--- src/rtl/adc_eng_pkg.sv ---
// Package: shared types and constants for the ADC engine register file.
// Assumes a 256-byte window of 32-bit words indexed by address bits 7:2.
package adc_eng_pkg;

    typedef enum logic [3:0] {
        SEL_NONE,
        SEL_CTRL,
        SEL_IRQCTL,
        SEL_DETECT,
        SEL_CLOCK,
        SEL_DATA,
        SEL_BOUND,
        SEL_HYST,
        SEL_IRQSRC,
        SEL_TRIM
    } reg_sel_e;

    // Word indices (address bits 7:2)
    localparam logic [5:0] W_CTRL       = 6'd0;
    localparam logic [5:0] W_IRQCTL     = 6'd1;
    localparam logic [5:0] W_DETECT     = 6'd2;
    localparam logic [5:0] W_CLOCK      = 6'd3;
    localparam logic [5:0] W_DATA_BASE  = 6'd4;
    localparam logic [5:0] W_BOUND_BASE = 6'd12;
    localparam logic [5:0] W_HYST_BASE  = 6'd28;
    localparam logic [5:0] W_IRQSRC     = 6'd48;
    localparam logic [5:0] W_TRIM       = 6'd49;

    // Write masks
    localparam logic [31:0] MASK_PAIR   = 32'h03FF_03FF;
    localparam logic [31:0] MASK_HYST   = 32'h83FF_03FF;

    // Control bit positions
    localparam int CTRL_EN_BIT       = 0;
    localparam int CTRL_AUTOCOMP_BIT = 5;
    localparam int CTRL_INIT_BIT     = 8;

    // Reset values of detect and clock control
    localparam logic [31:0] DETECT_RST = 32'h0000_000F;
    localparam logic [31:0] CLOCK_RST  = 32'h0000_000F;

endpackage

--- src/rtl/adc_eng_decode.sv ---
// Module: address decoder. Maps a byte address and size onto a register
// class and index. Assumes NUM_CH is 8 or 16; registers of absent channels
// and misaligned accesses decode to SEL_NONE.
module adc_eng_decode
    import adc_eng_pkg::*;
#(
    parameter int NUM_CH = 16
) (
    input  logic [7:0] addr,
    input  logic       size_word,
    output reg_sel_e   sel,
    output logic [3:0] idx,
    output logic       misaligned
);

    localparam int NPAIR = NUM_CH / 2;
    localparam logic [5:0] DATA_END  = W_DATA_BASE  + 6'(NPAIR);
    localparam logic [5:0] BOUND_END = W_BOUND_BASE + 6'(NUM_CH);
    localparam logic [5:0] HYST_END  = W_HYST_BASE  + 6'(NUM_CH);

    logic [5:0] word;
    assign word = addr[7:2];

    // Purpose: classify the word index into one register class
    always_comb begin
        sel        = SEL_NONE;
        idx        = 4'd0;
        misaligned = addr[0] | (size_word & addr[1]);
        if (!misaligned) begin
            if (word == W_CTRL)            sel = SEL_CTRL;
            else if (word == W_IRQCTL)     sel = SEL_IRQCTL;
            else if (word == W_DETECT)     sel = SEL_DETECT;
            else if (word == W_CLOCK)      sel = SEL_CLOCK;
            else if (word >= W_DATA_BASE && word < DATA_END) begin
                sel = SEL_DATA;
                idx = 4'(word - W_DATA_BASE);
            end else if (word >= W_BOUND_BASE && word < BOUND_END) begin
                sel = SEL_BOUND;
                idx = 4'(word - W_BOUND_BASE);
            end else if (word >= W_HYST_BASE && word < HYST_END) begin
                sel = SEL_HYST;
                idx = 4'(word - W_HYST_BASE);
            end else if (word == W_IRQSRC) sel = SEL_IRQSRC;
            else if (word == W_TRIM)       sel = SEL_TRIM;
        end
    end

endmodule

--- src/rtl/adc_eng_pair.sv ---
// Module: storage for one two-channel data word. A write loads both fields;
// a step adds a fixed increment to each field, wrapping at 2^DW.
// Assumes a write and a step never occur in the same cycle.
module adc_eng_pair #(
    parameter int DW      = 10,
    parameter int LO_STEP = 5,
    parameter int HI_STEP = 7
) (
    input  logic          clk,
    input  logic          rst_n,
    input  logic          wr_en,
    input  logic [DW-1:0] wr_lo,
    input  logic [DW-1:0] wr_hi,
    input  logic          step_en,
    output logic [31:0]   word
);

    logic [DW-1:0] lo_q;
    logic [DW-1:0] hi_q;

    // Purpose: load on write, advance both channels on a sampling read
    always_ff @(posedge clk) begin
        if (!rst_n) begin
            lo_q <= '0;
            hi_q <= '0;
        end else if (wr_en) begin
            lo_q <= wr_lo;
            hi_q <= wr_hi;
        end else if (step_en) begin
            lo_q <= lo_q + DW'(LO_STEP);
            hi_q <= hi_q + DW'(HI_STEP);
        end
    end

    assign word = {{(16-DW){1'b0}}, hi_q, {(16-DW){1'b0}}, lo_q};

endmodule

--- src/rtl/adc_eng_limits.sv ---
// Module: per-channel bounds and hysteresis words. Writes are masked on
// entry; reads are a combinational mux on the channel index.
// Assumes idx is below NUM_CH whenever a write enable is high.
module adc_eng_limits
    import adc_eng_pkg::*;
#(
    parameter int NUM_CH = 16,
    localparam int IW    = $clog2(NUM_CH)
) (
    input  logic          clk,
    input  logic          rst_n,
    input  logic          bnd_we,
    input  logic          hys_we,
    input  logic [IW-1:0] idx,
    input  logic [31:0]   wr_word,
    output logic [31:0]   bnd_rd,
    output logic [31:0]   hys_rd
);

    logic [31:0] bnd_q [NUM_CH];
    logic [31:0] hys_q [NUM_CH];

    for (genvar c = 0; c < NUM_CH; c++) begin : g_ch
        // Purpose: hold one channel's limit window and hysteresis setting
        always_ff @(posedge clk) begin
            if (!rst_n) begin
                bnd_q[c] <= '0;
                hys_q[c] <= '0;
            end else begin
                if (bnd_we && idx == IW'(c)) bnd_q[c] <= wr_word & MASK_PAIR;
                if (hys_we && idx == IW'(c)) hys_q[c] <= wr_word & MASK_HYST;
            end
        end
    end

    assign bnd_rd = bnd_q[idx];
    assign hys_rd = hys_q[idx];

endmodule

--- src/rtl/adc_engine_regs.sv ---
// Module: top of the ADC engine register file. Decodes bus accesses,
// merges 2-byte writes, applies masks and control side effects, returns
// read data one cycle after the request and steps data words on reads.
// Assumes NUM_CH is 8 or 16 and DW is at most 16.
module adc_engine_regs
    import adc_eng_pkg::*;
#(
    parameter int NUM_CH  = 16,
    parameter int DW      = 10,
    parameter int LO_STEP = 5,
    parameter int HI_STEP = 7
) (
    input  logic        clk,
    input  logic        rst_n,
    input  logic        req_valid,
    input  logic        req_write,
    input  logic [7:0]  req_addr,
    input  logic        req_size,
    input  logic [31:0] req_wdata,
    output logic        rd_valid,
    output logic [31:0] rd_data
);

    localparam int NPAIR = NUM_CH / 2;
    localparam int PW    = $clog2(NPAIR);
    localparam int IW    = $clog2(NUM_CH);

    reg_sel_e    dec_sel;
    logic [3:0]  dec_idx;
    logic        dec_misaligned;
    logic        wr_fire;
    logic        rd_fire;
    logic [31:0] cur_word;
    logic [31:0] wr_merged;
    logic [31:0] rd_shaped;
    logic [31:0] ctrl_q;
    logic [31:0] irqctl_q;
    logic [31:0] detect_q;
    logic [31:0] clock_q;
    logic [15:0] irqsrc_q;
    logic [3:0]  trim_q;
    logic [31:0] bnd_rd;
    logic [31:0] hys_rd;
    logic [31:0] pair_word [NPAIR];

    adc_eng_decode #(.NUM_CH(NUM_CH)) u_decode (
        .addr       (req_addr),
        .size_word  (req_size),
        .sel        (dec_sel),
        .idx        (dec_idx),
        .misaligned (dec_misaligned)
    );

    assign wr_fire = req_valid &  req_write;
    assign rd_fire = req_valid & ~req_write;

    for (genvar p = 0; p < NPAIR; p++) begin : g_pair
        adc_eng_pair #(.DW(DW), .LO_STEP(LO_STEP), .HI_STEP(HI_STEP)) u_pair (
            .clk     (clk),
            .rst_n   (rst_n),
            .wr_en   (wr_fire && dec_sel == SEL_DATA && dec_idx == 4'(p)),
            .wr_lo   (wr_merged[DW-1:0]),
            .wr_hi   (wr_merged[16 +: DW]),
            .step_en (rd_fire && dec_sel == SEL_DATA && dec_idx == 4'(p)),
            .word    (pair_word[p])
        );
    end

    adc_eng_limits #(.NUM_CH(NUM_CH)) u_limits (
        .clk     (clk),
        .rst_n   (rst_n),
        .bnd_we  (wr_fire && dec_sel == SEL_BOUND),
        .hys_we  (wr_fire && dec_sel == SEL_HYST),
        .idx     (dec_idx[IW-1:0]),
        .wr_word (wr_merged),
        .bnd_rd  (bnd_rd),
        .hys_rd  (hys_rd)
    );

    // Purpose: select the current full word of the addressed register
    always_comb begin
        unique case (dec_sel)
            SEL_CTRL:   cur_word = ctrl_q;
            SEL_IRQCTL: cur_word = irqctl_q;
            SEL_DETECT: cur_word = detect_q;
            SEL_CLOCK:  cur_word = clock_q;
            SEL_DATA:   cur_word = pair_word[dec_idx[PW-1:0]];
            SEL_BOUND:  cur_word = bnd_rd;
            SEL_HYST:   cur_word = hys_rd;
            SEL_IRQSRC: cur_word = {16'h0, irqsrc_q};
            SEL_TRIM:   cur_word = {28'h0, trim_q};
            default:    cur_word = 32'h0;
        endcase
    end

    // Purpose: merge a 2-byte write into the half chosen by address bit 1
    always_comb begin
        if (req_size)         wr_merged = req_wdata;
        else if (req_addr[1]) wr_merged = {req_wdata[15:0], cur_word[15:0]};
        else                  wr_merged = {cur_word[31:16], req_wdata[15:0]};
    end

    // Purpose: shape the read word for the access size
    always_comb begin
        if (req_size)         rd_shaped = cur_word;
        else if (req_addr[1]) rd_shaped = {16'h0, cur_word[31:16]};
        else                  rd_shaped = {16'h0, cur_word[15:0]};
    end

    // Purpose: control and global registers with write side effects
    always_ff @(posedge clk) begin
        if (!rst_n) begin
            ctrl_q   <= '0;
            irqctl_q <= '0;
            detect_q <= DETECT_RST;
            clock_q  <= CLOCK_RST;
            irqsrc_q <= '0;
            trim_q   <= '0;
        end else if (wr_fire) begin
            unique case (dec_sel)
                SEL_CTRL: begin
                    ctrl_q                    <= wr_merged;
                    ctrl_q[CTRL_INIT_BIT]     <= wr_merged[CTRL_EN_BIT];
                    ctrl_q[CTRL_AUTOCOMP_BIT] <= 1'b0;
                end
                SEL_IRQCTL: irqctl_q <= wr_merged;
                SEL_DETECT: detect_q <= wr_merged;
                SEL_CLOCK:  clock_q  <= wr_merged;
                SEL_IRQSRC: irqsrc_q <= wr_merged[15:0];
                SEL_TRIM:   trim_q   <= wr_merged[3:0];
                default: ;
            endcase
        end
    end

    // Purpose: register read data and its valid strobe
    always_ff @(posedge clk) begin
        if (!rst_n) begin
            rd_valid <= 1'b0;
            rd_data  <= '0;
        end else begin
            rd_valid <= rd_fire;
            rd_data  <= rd_fire ? rd_shaped : 32'h0;
        end
    end

endmodule

--- config.mk ---
export PLATFORM = sky130hd
export DESIGN_NAME = adc_engine_regs
export DESIGN_NICKNAME = d
export VERILOG_FILES = /design/src/rtl/adc_eng_pkg.sv /design/src/rtl/adc_eng_decode.sv /design/src/rtl/adc_eng_pair.sv /design/src/rtl/adc_eng_limits.sv /design/src/rtl/adc_engine_regs.sv
export SDC_FILE = /design/constraint.sdc
export NUM_CORES = 2
export LEC_CHECK = 0
export ABC_CLOCK_PERIOD_IN_PS = 5390
export CAP_MARGIN = 20
export CORE_AREA = 2 2 336 305
export CTS_CLUSTER_SIZE = 30
export DETAILED_ROUTE_END_ITERATION = 10
export DIE_AREA = 0 0 338 307
export MAX_ROUTING_LAYER = met4
export PLACE_DENSITY = 0.65
export SLEW_MARGIN = 30
export SYNTH_ARGS = -nofsm -noshare
export SYNTH_HDL_FRONTEND = slang
export SYNTH_HIERARCHICAL = 1
export SYNTH_SLANG_ARGS = --single-unit
--- constraint.sdc ---
create_clock -name clk -period 5.39 [get_ports clk]
set_clock_uncertainty 0.15 [all_clocks]
set_input_delay 0.539 -clock clk [delete_from_list [all_inputs] [get_ports clk]]
set_output_delay 0.539 -clock clk [all_outputs]
set_load 0.05 [all_outputs]
==> impl_metrics.py <==
metrics = {
    "status": {
        "run_status": "finished clean",
    },
    "clock_network": {
        "ctsResizeCount": 0,
        "clkTransAtPathRegs_ps": 60,
        "cts_buffers": 104,
        "root_buffer": "clkbuf_16",
        "hold_buffers": 0,
        "cts.htree.levels": 3,
        "cts_tree": "done",
        "cts_max_path_buffers": 3,
        "numClockSinks": 995,
        "clk_latency_ps": 710,
        "cts_setup_buffers": 0,
    },
    "setup_path": {
        "worstRegToRegCells": 14,
        "start_kind": "input port",
        "crit_path_end_kind": "register",
        "cp.required_ps": 5780,
        "cp.arrival_ps": 5590,
        "critPathKind": "input port to register",
        "worst-path-max-fanout": 11,
        "r2r_slack_ps": 1700,
    },
    "detailed_routing": {
        "vias": 36800,
        "via_per_inst": 6.13,
        "routed_wl_microns": 159000,
        "wire_per_inst_microns": 26.4,
        "dr.pass1.iters": 5,
        "drc": 0,
        "final_antenna_net_count": 0,
        "drt_iter0_drc": 4663,
    },
    "floorplanning": {
        "rows": 111,
        "initial_core_util_pct": 50.3,
        "fp.dieArea_sq_mm": 0.104,
        "fp.dieW_microns": 338,
        "die_h_microns": 307,
        "coreArea_sq_mm": 0.101,
        "ios": 78,
    },
    "place": {
        "dp_hpwl_microns": 108000,
        "portBuffers": 77,
        "routabilityCongestion": 0.984,
        "placed_cell_area_sq_mm": 0.0555,
    },
    "cells_and_area": {
        "area_delta_synth_final_pct": 16.3,
        "fin_area_sq_mm": 0.0589,
        "layout.nets": 4636,
        "layout-drive-gt1-share_pct": 18.9,
        "fillerInstances": 8065,
    },
    "sta": {
        "timing.fmax_mhz": 193,
        "period_share_pct": 96.4,
        "rsz0062_at_grt": "no",
        "worst_slew_pin_slew_ps": 995,
        "fin_crit_ps": 5190,
        "hold_viol": 0,
        "max-slew-margin-rel_pct": 33.5,
        "timing.final.max_slew_violations": 0,
        "finalSetupViolCount": 0,
    },
    "synthesis": {
        "avgSynthCellArea_sq_um": 11.6,
        "syn_area_sq_mm": 0.0506,
        "yosysWarnings": 6,
        "syn-instance-count": 4376,
    },
    "grt": {
        "antenna_found_initial": 3,
        "grt_pass1_vias": 34900,
        "grt_max_degree": 79,
        "grt_usage_pct": 31.4,
        "grt_pass1_wl_microns": 234000,
        "overflow": 0,
    },
    "pwr": {
        "vdd_drop_max_uv": 258,
        "p_comb_share_pct": 10.0,
        "clock_power_share_pct": 42.1,
        "swShare_pct": 24.5,
        "p_switching_mw": 4.25,
        "pwr-share-seq_pct": 47.9,
        "power-per-cell-area_mw_per_mm2": 295,
        "p_int_mw": 13.1,
        "power.total_mw": 17.4,
        "p_leak_nw": 21.3,
    },
    "worst_hold_path": {
        "worst_hold_path_type": "input port to register",
        "min_path_cells": 3,
    },
    "job": {
        "drv_cap": 0,
    },
}
layout by cell type, fill, tap and decap left out, types with 42 or more instances in the layout:
cell and count:
clkdlybuf4s50_1 76, xor2_1 65, a22oi_1 130, clkbuf_16 106, dfxtp_1 339, a32o_1 54
o21ai_0 124, buf_4 309, nand2_1 166, mux2i_1 124, inv_1 50, nand3_1 62
nor3b_1 78, a21oi_1 231, a211oi_1 42, and2_1 661, edfxtp_1 656, o22ai_1 84
conb_1 119, buf_12 85, xnor2_1 80, mux4_2 177, nor2_1 228
stage by stage:
stage / std cells / TNS [ps] / setup slack, ps / hold WS [ps] / util [%]
final: 6012 / 0 / 195 / 247 / 58.5
after global placement: 5817 / -92000 / -744 / 284 / 55.0
after CTS: 6011 / 0 / 317 / 193 / 58.5
after detailed placement: 5820 / -73920 / -393 / 290 / 55.1
after floorplan: 4486 / 0 / 553 / 270 / -
after global routing: 6012 / 0 / 101 / 238 / 58.5
metal layers:
metal,vias to the layer above,track usage [%],wire [microns]
met1,18400,45.8,67800
met2,1895,44.4,68900
met4,0,10.4,5980
li1,16300,-,-
met3,314,5.38,16100
met5,-,-,0
state kept, by name, summed over array words and instances, names as in the netlist:
name	flops
rd_valid	1
detect_q	32
ctrl_q	30
irqctl_q	32
rd_data	32
irqsrc_q	16
clock_q	32
u_limits/hys_q	336
trim_q	4
g_pair.u_pair/hi_q	80
g_pair.u_pair/lo_q	80
u_limits/bnd_q	320
power groups by stage:
stage               Combinational [mW]  Clock, mW  Sequential (mW)
global route                      1.79       7.63             8.33
finish                            1.73       7.31             8.32
global placement                  1.67          0             8.47
detailed placement                1.70          0             8.48
floorplan                        0.878          0             8.47
CTS                               1.70       7.36             8.32
layout make-up:
type	count	area, sq um	area share, %
Tap cell	1356	1700	2.88
Clock buffer	146	2900	4.93
Clock inverter	45	517	0.878
Timing Repair Buffer	474	4880	8.28
Multi-Input combinational cell	2942	22200	37.7
Antenna cell	1	2.50	0.00425
Inverter	53	199	0.338
Sequential cell	995	26500	45.0
critical path: stages:
cell and delay, ps:
clkdlybuf4s50_1 490, ha_1 250, or3_4 390, o31ai_2 380
nor3_2 150, buf_4 220, buf_4 180, buf_12 150
mux4_2 440, a22oi_1 500, nand2_1 230, a22oi_1 260
buf_4 160, o21ai_0 170, a211oi_1 280, buf_4 170
o21ai_4 80, buf_4 250, a21oi_1 160, o22ai_1 90
worst paths after layout:
path	start	to
max	req_addr[4]	g_pair[5].u_pair/hi_q[5]$_SDFFE_PN0P_
min	rst_n	g_pair[0].u_pair/lo_q[3]$_SDFFE_PN0P_
max reg2reg	u_limits/hys_q[3][11]$_SDFFCE_PN0P_	u_limits/bnd_q[0][11]$_SDFFCE_PN0P_
min reg2reg	irqctl_q[5]$_SDFFE_PN0P_	irqctl_q[5]$_SDFFE_PN0P_
No activity file was read; power rests on OpenSTA's default activity.
